<file path="src/rtl/i2c_rx_slave_pkg.sv">
package i2c_rx_slave_pkg;
  typedef enum logic [1:0] {
    PH_IDLE = 2'd0,
    PH_ADDR = 2'd1,
    PH_DATA = 2'd2
  } slv_phase_e;

  localparam logic [4:0] EXT_PREFIX = 5'b11110;
endpackage

</file>
<file path="src/rtl/i2c_rx_line_sync.sv">
module i2c_rx_line_sync #(
  parameter int STAGES = 2
) (
  input  logic clk,
  input  logic rst_n,
  input  logic scl_in,
  input  logic sda_in,
  output logic sda_s,
  output logic scl_rise,
  output logic scl_fall,
  output logic start_det,
  output logic stop_det
);
  logic [STAGES:0] scl_sh_q, scl_sh_d;
  logic [STAGES:0] sda_sh_q, sda_sh_d;
  logic scl_now, scl_prev, sda_now, sda_prev;

  always_comb begin
    scl_sh_d = {scl_sh_q[STAGES-1:0], scl_in};
    sda_sh_d = {sda_sh_q[STAGES-1:0], sda_in};
  end

  always_ff @(posedge clk or negedge rst_n) begin
    if (!rst_n) begin
      scl_sh_q <= '1;
      sda_sh_q <= '1;
    end else begin
      scl_sh_q <= scl_sh_d;
      sda_sh_q <= sda_sh_d;
    end
  end

  assign scl_now  = scl_sh_q[STAGES-1];
  assign scl_prev = scl_sh_q[STAGES];
  assign sda_now  = sda_sh_q[STAGES-1];
  assign sda_prev = sda_sh_q[STAGES];

  assign sda_s     = sda_now;
  assign scl_rise  = scl_now & ~scl_prev;
  assign scl_fall  = ~scl_now & scl_prev;
  assign start_det = scl_now & scl_prev & sda_prev & ~sda_now;
  assign stop_det  = scl_now & scl_prev & ~sda_prev & sda_now;
endmodule

</file>
<file path="src/rtl/i2c_rx_bit_shift.sv">
module i2c_rx_bit_shift #(
  parameter int DW = 8,
  localparam int CW = $clog2(DW + 2)
) (
  input  logic          clk,
  input  logic          rst_n,
  input  logic          clr,
  input  logic          scl_rise,
  input  logic          scl_fall,
  input  logic          sda_s,
  output logic [CW-1:0] cnt,
  output logic [DW-1:0] shreg,
  output logic          fall_8th,
  output logic          fall_9th
);
  localparam logic [CW-1:0] CNT_BYTE = CW'(DW);
  localparam logic [CW-1:0] CNT_ACK  = CW'(DW + 1);

  logic [CW-1:0] cnt_q, cnt_d;
  logic [DW-1:0] sh_q, sh_d;
  logic          sh_en;

  always_comb begin
    cnt_d = cnt_q;
    sh_d  = sh_q;
    sh_en = 1'b0;
    if (clr) begin
      cnt_d = '0;
    end else if (scl_rise && (cnt_q <= CNT_BYTE)) begin
      cnt_d = cnt_q + 1'b1;
      sh_en = (cnt_q < CNT_BYTE);
      sh_d  = {sh_q[DW-2:0], sda_s};
    end else if (scl_fall && (cnt_q == CNT_ACK)) begin
      cnt_d = '0;
    end
  end

  always_ff @(posedge clk or negedge rst_n) begin
    if (!rst_n) begin
      cnt_q <= '0;
      sh_q  <= '0;
    end else begin
      cnt_q <= cnt_d;
      if (sh_en) sh_q <= sh_d;
    end
  end

  assign cnt      = cnt_q;
  assign shreg    = sh_q;
  assign fall_8th = scl_fall && !clr && (cnt_q == CNT_BYTE);
  assign fall_9th = scl_fall && !clr && (cnt_q == CNT_ACK);

  p_cnt_in_range_r1: assert property (@(posedge clk) disable iff (!rst_n)
    cnt_q <= CNT_ACK);
endmodule

</file>
<file path="src/rtl/i2c_rx_slave_ctrl.sv">
module i2c_rx_slave_ctrl
  import i2c_rx_slave_pkg::*;
#(
  parameter int DW = 8,
  parameter int AW = 7,
  parameter int CW = 4
) (
  input  logic          clk,
  input  logic          rst_n,
  input  logic          en,
  input  logic          wait_at_ninth,
  input  logic          ack_en,
  input  logic          stop_irq_en,
  input  logic [AW-1:0] own_addr,
  input  logic          wait_release,
  input  logic          start_det,
  input  logic          stop_det,
  input  logic          fall_8th,
  input  logic          fall_9th,
  input  logic [CW-1:0] cnt,
  input  logic [DW-1:0] shreg,
  output logic          scl_hold,
  output logic          sda_hold,
  output logic          irq,
  output logic [DW-1:0] rx_byte,
  output logic          addr_hit,
  output logic          ext_hit
);
  slv_phase_e    ph_q, ph_d;
  logic          hold_q, hold_d;
  logic          sdal_q, sdal_d;
  logic          irq_q, irq_d;
  logic          pend_q, pend_d;
  logic          wsel_q, wsel_d;
  logic [DW-1:0] rx_q, rx_d;
  logic          hit_q, hit_d;
  logic          ext_q, ext_d;
  logic          is_match, is_ext, rx_en;

  assign is_match = (shreg[DW-1 -: AW] == own_addr);
  assign is_ext   = (shreg[DW-1 -: 5] == EXT_PREFIX);

  always_comb begin
    ph_d   = ph_q;
    hold_d = hold_q;
    sdal_d = sdal_q;
    irq_d  = 1'b0;
    pend_d = pend_q;
    wsel_d = wsel_q;
    rx_d   = rx_q;
    hit_d  = hit_q;
    ext_d  = ext_q;
    if (!en) begin
      ph_d = PH_IDLE; hold_d = 1'b0; sdal_d = 1'b0; pend_d = 1'b0;
      hit_d = 1'b0; ext_d = 1'b0;
    end else if (start_det) begin
      ph_d = PH_ADDR; hold_d = 1'b0; sdal_d = 1'b0; pend_d = 1'b0;
      hit_d = 1'b0; ext_d = 1'b0;
    end else if (stop_det) begin
      ph_d = PH_IDLE; hold_d = 1'b0; sdal_d = 1'b0; pend_d = 1'b0;
      irq_d = stop_irq_en;
    end else begin
      if (wait_release && hold_q) begin
        hold_d = 1'b0;
        if (pend_q) begin
          sdal_d = ack_en;
          pend_d = 1'b0;
        end
      end
      case (ph_q)
        PH_ADDR: begin
          if (fall_8th) begin
            rx_d = shreg;
            if (is_ext) begin
              ext_d = 1'b1; irq_d = 1'b1; hold_d = 1'b1; pend_d = 1'b1;
            end else if (is_match) begin
              hit_d = 1'b1; sdal_d = 1'b1;
            end else begin
              ph_d = PH_IDLE;
            end
          end else if (fall_9th) begin
            sdal_d = 1'b0;
            wsel_d = wait_at_ninth;
            ph_d   = PH_DATA;
            if (!ext_q) begin
              irq_d = 1'b1; hold_d = 1'b1;
            end
          end
        end
        PH_DATA: begin
          if (fall_8th) begin
            rx_d = shreg;
            if (!wsel_q) begin
              irq_d = 1'b1; hold_d = 1'b1; pend_d = 1'b1;
            end else begin
              sdal_d = ack_en;
            end
          end else if (fall_9th) begin
            sdal_d = 1'b0;
            if (wsel_q) begin
              irq_d = 1'b1; hold_d = 1'b1;
            end
          end
        end
        default: ;
      endcase
    end
  end

  assign rx_en = (ph_q != PH_IDLE) && fall_8th;

  always_ff @(posedge clk or negedge rst_n) begin
    if (!rst_n) begin
      ph_q   <= PH_IDLE;
      hold_q <= 1'b0;
      sdal_q <= 1'b0;
      irq_q  <= 1'b0;
      pend_q <= 1'b0;
      wsel_q <= 1'b0;
      rx_q   <= '0;
      hit_q  <= 1'b0;
      ext_q  <= 1'b0;
    end else begin
      ph_q   <= ph_d;
      hold_q <= hold_d;
      sdal_q <= sdal_d;
      irq_q  <= irq_d;
      pend_q <= pend_d;
      wsel_q <= wsel_d;
      if (rx_en) rx_q <= rx_d;
      hit_q  <= hit_d;
      ext_q  <= ext_d;
    end
  end

  assign scl_hold = hold_q;
  assign sda_hold = sdal_q;
  assign irq      = irq_q;
  assign rx_byte  = rx_q;
  assign addr_hit = hit_q;
  assign ext_hit  = ext_q;

  p_off_quiet_r11: assert property (@(posedge clk) disable iff (!rst_n)
    !en |=> (!hold_q && !sdal_q && !irq_q));

  p_release_r9: assert property (@(posedge clk) disable iff (!rst_n)
    (en && wait_release && hold_q) |=> !hold_q);

  p_addr_no_wait8_r2: assert property (@(posedge clk) disable iff (!rst_n)
    (en && !start_det && !stop_det && ph_q == PH_ADDR && fall_8th && !is_ext && !hold_q)
      |=> !hold_q);

  p_ext_wait8_r4: assert property (@(posedge clk) disable iff (!rst_n)
    (en && !start_det && !stop_det && ph_q == PH_ADDR && fall_8th && is_ext)
      |=> (hold_q && irq_q));

  p_stop_irq_r10: assert property (@(posedge clk) disable iff (!rst_n)
    (en && stop_det && !start_det && stop_irq_en) |=> irq_q);

  p_ack_window_r8: assert property (@(posedge clk) disable iff (!rst_n)
    sdal_q |-> (cnt >= CW'(DW)));
endmodule

</file>
<file path="src/rtl/i2c_rx_slave_wait.sv">
module i2c_rx_slave_wait #(
  parameter int DW         = 8,
  parameter int AW         = 7,
  parameter int SYNC_STAGE = 2,
  localparam int CW        = $clog2(DW + 2)
) (
  input  logic          clk,
  input  logic          rst_n,
  input  logic          en,
  input  logic          wait_at_ninth,
  input  logic          ack_en,
  input  logic          stop_irq_en,
  input  logic [AW-1:0] own_addr,
  input  logic          wait_release,
  input  logic          scl_in,
  input  logic          sda_in,
  output logic          scl_pull_low,
  output logic          sda_pull_low,
  output logic          irq,
  output logic [DW-1:0] rx_byte,
  output logic          addr_hit,
  output logic          ext_hit
);
  logic          sda_s, scl_rise, scl_fall, start_det, stop_det;
  logic          fall_8th, fall_9th, bit_clr;
  logic [CW-1:0] cnt;
  logic [DW-1:0] shreg;

  assign bit_clr = !en || start_det || stop_det;

  i2c_rx_line_sync #(.STAGES(SYNC_STAGE)) u_sync (
    .clk(clk), .rst_n(rst_n), .scl_in(scl_in), .sda_in(sda_in),
    .sda_s(sda_s), .scl_rise(scl_rise), .scl_fall(scl_fall),
    .start_det(start_det), .stop_det(stop_det)
  );

  i2c_rx_bit_shift #(.DW(DW)) u_shift (
    .clk(clk), .rst_n(rst_n), .clr(bit_clr), .scl_rise(scl_rise),
    .scl_fall(scl_fall), .sda_s(sda_s), .cnt(cnt), .shreg(shreg),
    .fall_8th(fall_8th), .fall_9th(fall_9th)
  );

  i2c_rx_slave_ctrl #(.DW(DW), .AW(AW), .CW(CW)) u_ctrl (
    .clk(clk), .rst_n(rst_n), .en(en), .wait_at_ninth(wait_at_ninth),
    .ack_en(ack_en), .stop_irq_en(stop_irq_en), .own_addr(own_addr),
    .wait_release(wait_release), .start_det(start_det), .stop_det(stop_det),
    .fall_8th(fall_8th), .fall_9th(fall_9th), .cnt(cnt), .shreg(shreg),
    .scl_hold(scl_pull_low), .sda_hold(sda_pull_low), .irq(irq),
    .rx_byte(rx_byte), .addr_hit(addr_hit), .ext_hit(ext_hit)
  );
endmodule

</file>
<file path="config.mk">
export PLATFORM = sky130hd
export DESIGN_NAME = i2c_rx_slave_wait
export DESIGN_NICKNAME = d
export VERILOG_FILES = /design/src/rtl/i2c_rx_slave_pkg.sv /design/src/rtl/i2c_rx_line_sync.sv /design/src/rtl/i2c_rx_bit_shift.sv /design/src/rtl/i2c_rx_slave_ctrl.sv /design/src/rtl/i2c_rx_slave_wait.sv
export SDC_FILE = /design/constraint.sdc
export NUM_CORES = 1
export LEC_CHECK = 0
export BUFFER_PORTS_ARGS = -buffer_cell sky130_fd_sc_hd__buf_2
export CORE_UTILIZATION = 55
export CTS_CLUSTER_DIAMETER = 30
export DETAILED_ROUTE_END_ITERATION = 10
export HOLD_SLACK_MARGIN = 0.03
export PLACE_DENSITY = 0.8
export SETUP_SLACK_MARGIN = 0.4
export SYNTH_ARGS = -nofsm -noshare
export SYNTH_HDL_FRONTEND = slang
export SYNTH_SLANG_ARGS = --single-unit
</file>
<file path="constraint.sdc">
create_clock -name clk -period 3.61 [get_ports clk]
set_input_delay 0.1805 -clock clk [delete_from_list [all_inputs] [get_ports clk]]
set_output_delay 0.1805 -clock clk [all_outputs]
set_load 0.01 [all_outputs]
</file>
==> flow_summary_export.csv <==
group,metric,value,unit
global_routing,grt_pass1_vias,1254,
final_layout,drive_above_1_share,34.0,%
global_routing,overflow,0,
global_routing,use_met3,8.57,%
global_routing,grt_use_met2,39.1,%
timing,max-slew-margin-rel,47.5,%
synth,syn_avg_cell_area,11.6,um^2
power_and_ir_drop,clockPowerShare,36.7,%
setup_path,critPathCaptureType,"flop",
final_layout,antenna_cells,0,
synth,ys_seq_elements,35,
run_status,violations,"design-rule violations",
die,start_util,57.6,%
final_layout,fin_nets,209,
clock_network,cts_tree,"done",
routing,drt_iter0_drc,43,
die,placementRows,20,
clock_network,numCtsBuffers,5,
global_routing,gr-max-usage-layer,"met2",
die,fp.dieH,58.3,um
flow_run,cap_violations,0,
routing,drc_errors,1,
die,fp.dieArea,0.00340,mm^2
timing,finalHoldViolations,0,
placement,portBuffers,28,
global_routing,grt_max_degree,36,
setup_path,slowest_stage,"dfstp_2",
clock_network,htree_num_levels,2,
clock_network,cts-root-buf,"clkbuf_4",
global_routing,grt_use_met1,24.6,%
final_layout,syn_to_final_growth,18.2,%
global_routing,grt_pass1_wl,5560,um
synth,ys_seq_area_share,50.6,%
timing,period_share,50.1,%
clock_network,postCtsSetupRepairBufs,0,
power_and_ir_drop,p_leak,0.973,nW
setup_path,criticalPathCategory,"reg -> reg",
timing,max_freq,0.553,GHz
timing,setup_viol,0,
power_and_ir_drop,peakVddDrop,282,uV
die,coreArea,0.00303,mm^2
clock_network,clock_latency,0.35,ns
placement,placed_cell_area,0.00193,mm^2
routing,vias,1263,
synth,ys_warn_count,0,
timing,worst_pin_slew,0.781,ns
power_and_ir_drop,powerDensity,463,mW/mm^2
setup_path,cp.arrival,2.04,ns
clock_network,clockBufferDepth,2,
timing,drv_slew,0,
timing,tns,0,ns
setup_path,start_kind,"flop",
die,ios,29,
routing,wirelength,3300,um
clock_network,ctsHoldBuffers,3,
setup_path,crit_path_max_incr_delay,0.57,ns
final_layout,fin_util,68.1,%
routing,ant_nets,0,
global_routing,antenna_found_initial,0,
final_layout,nFillCells,228,
placement,dp_hpwl,2380,um
clock_network,path_clk_slew,0.12,ns
die,die_width,58.3,um
synth,synthesis.area,0.00174,mm^2
placement,place_congestion,0.922,
min_path,hp-class,"in -> reg",
synth,syn_nets,173,
setup_path,required,3.84,ns
clock_network,cts_resized,0,
run_status,status,"finished with violations",
timing,min_period,1.81,ns
clock_network,cts.sinks,35,
synth,yosys.cell_types.count,37,
timing,grt_setup_unrepaired,"no",
setup_path,crit_chain,"and4bb_2, nand4_4, nor2_8, mux2_2",
routing,first_pass_iters,7,
routing,post_drt_via_cell_ratio,5.44,
timing,finalClockSkew,0.0138,ns
setup_path,crit_fanout,9,
power_and_ir_drop,p_int,0.718,mW
power_and_ir_drop,swShare,24.9,%
power_and_ir_drop,p_seq_share,51.0,%
setup_path,crit_buf_inv,0,
power_and_ir_drop,p_switching,0.237,mW
power_and_ir_drop,combPwrFrac,12.4,%
final_layout,final_area,0.00206,mm^2
global_routing,grtUsageTotal,22.5,%
routing,wl_per_cell,14.2,um
synth,synthCells,151,
setup_path,critPathTopFamily,"simple AND/OR/NAND/NOR gates",
cell families (layout without fill, tap and decap cells):
kind of cell / count (synthesis) / count (layout) / share of synthesized area, %
simple gates: 43 / 43 / 15.0
flops: 35 / 35 / 50.6
compound gates: 27 / 27 / 10.2
mux: 20 / 20 / 12.7
buf+inv: 11 / 48 / 2.65
xor+xnor: 9 / 9 / 4.52
fa+ha+maj: 6 / 6 / 4.30
cell usage in the layout (no fill, tap or decap), drive strengths merged, types with 3 or more instances in the layout:
cell and instances:
nand2 10, mux2i 3, a31oi 4, dlygate4sd3 3, ha 6, a21oi 7, nand4 5, xnor2 5
clkbuf 5, xor2 4, dfrtp 29, buf 28, nor2 11, o21ai 5, nand3 5, mux2 17
inv 9, dfstp 6
power by group through the flow:
stage / Clock [mW] / Combinational (mW) / Sequential, mW
finish: 0.350 / 0.118 / 0.487
detailed placement: 0 / 0.117 / 0.495
floorplan: 0 / 0.0862 / 0.480
CTS: 0.359 / 0.120 / 0.488
global placement: 0 / 0.110 / 0.490
global route: 0.372 / 0.134 / 0.496
synth_stat cells:
| master | number | share of area, % |
|---|---|---|
| a211o_1 | 1 | 0.50 |
| a21boi_0 | 1 | 0.43 |
| a21oi_1 | 7 | 2.0 |
| a22oi_1 | 2 | 0.86 |
| a31oi_1 | 4 | 1.4 |
| a41oi_1 | 1 | 0.50 |
| and2_1 | 2 | 0.72 |
| and4bb_2 | 1 | 0.72 |
| buf_2 | 1 | 0.29 |
| buf_4 | 1 | 0.43 |
| dfrtp_1 | 29 | 42 |
| dfstp_2 | 6 | 9.0 |
| ha_1 | 6 | 4.3 |
| inv_1 | 9 | 1.9 |
| mux2_2 | 17 | 11 |
| mux2i_1 | 3 | 1.7 |
| nand2_1 | 10 | 2.2 |
| nand2b_1 | 2 | 0.72 |
| nand3_1 | 5 | 1.4 |
| nand4_1 | 4 | 1.4 |
| nand4_4 | 1 | 1.2 |
| nand4b_1 | 2 | 1.0 |
| nor2_1 | 10 | 2.2 |
| nor2_8 | 1 | 1.1 |
| nor2b_1 | 2 | 0.72 |
| nor3_1 | 1 | 0.29 |
| nor3_4 | 1 | 0.93 |
| nor4_1 | 1 | 0.36 |
| o211a_1 | 1 | 0.57 |
| o211ai_1 | 1 | 0.43 |
| o21ai_0 | 4 | 1.1 |
| o21ai_2 | 1 | 0.50 |
| o21bai_1 | 1 | 0.43 |
| o2bb2ai_1 | 1 | 0.50 |
| o31ai_1 | 2 | 0.86 |
| xnor2_1 | 5 | 2.5 |
| xor2_1 | 4 | 2.0 |
sequential cells by signal, indices dropped and copies added (netlist names):
name and count:
u_shift.cnt 4, u_ctrl.ph_q 2, u_ctrl.ext_hit 1, u_ctrl.sda_hold 1, u_sync.sda_sh_q 3, u_ctrl.wsel_q 1, u_shift.shreg 8, u_ctrl.scl_hold 1
u_ctrl.addr_hit 1, u_sync.scl_sh_q 3, u_ctrl.rx_byte 8, u_ctrl.pend_q 1, u_ctrl.irq 1
path summary, 6_finish.rpt:
| kind | slack (ns) | end | start | depth (start not counted) |
|---|---|---|---|---|
| worst max-delay path | 1.80 | u_ctrl.rx_byte[2]$_DFFE_PN0P_ | u_sync.scl_sh_q[2]$_DFF_PN1_ | 4 |
| worst min-delay path | 0.05 | u_ctrl.wsel_q$_DFFE_PN0P_ | wait_at_ninth | 2 |
| worst max register to register | 1.80 | u_ctrl.rx_byte[2]$_DFFE_PN0P_ | u_sync.scl_sh_q[2]$_DFF_PN1_ | 4 |
| worst min register to register | 0.36 | u_sync.scl_sh_q[1]$_DFF_PN1_ | u_sync.scl_sh_q[0]$_DFF_PN1_ | 0 |
| max in group asynchronous | 2.69 | u_shift.shreg[3]$_DFFE_PN0P_ | rst_n | 2 |
| min in group asynchronous | 0.42 | u_ctrl.wsel_q$_DFFE_PN0P_ | rst_n | 2 |
cell type report:
cell class	count	area [um^2]	area share (%)
Clock buffer	5	37.5	1.82
Clock inverter	3	67.6	3.28
Inverter	9	33.8	1.64
Multi-Input combinational cell	105	815	39.5
Sequential cell	35	883	42.8
Tap cell	44	55.1	2.67
Timing Repair Buffer	31	170	8.25
per-layer routing:
layer	part of all wire [%]	wire length (um)
met4	1.7	56
met3	5.7	187
met5	0	0
met1	40	1340
met2	52	1720
metrics by stage:
step / std cells / worst slack [ns] / total power [mW] / hold WS, ns
after detailed placement: 221 / 1.83 / 0.612 / 0.287
final: 232 / 1.80 / 0.955 / 0.0533
after global routing: 232 / 1.63 / 1.00 / 0.0551
after global placement: 221 / 1.88 / 0.601 / 0.278
after CTS: 232 / 1.80 / 0.967 / 0.0404
after floorplan: 151 / 1.95 / 0.566 / -0.115
(Power assumes the default switching activity.)
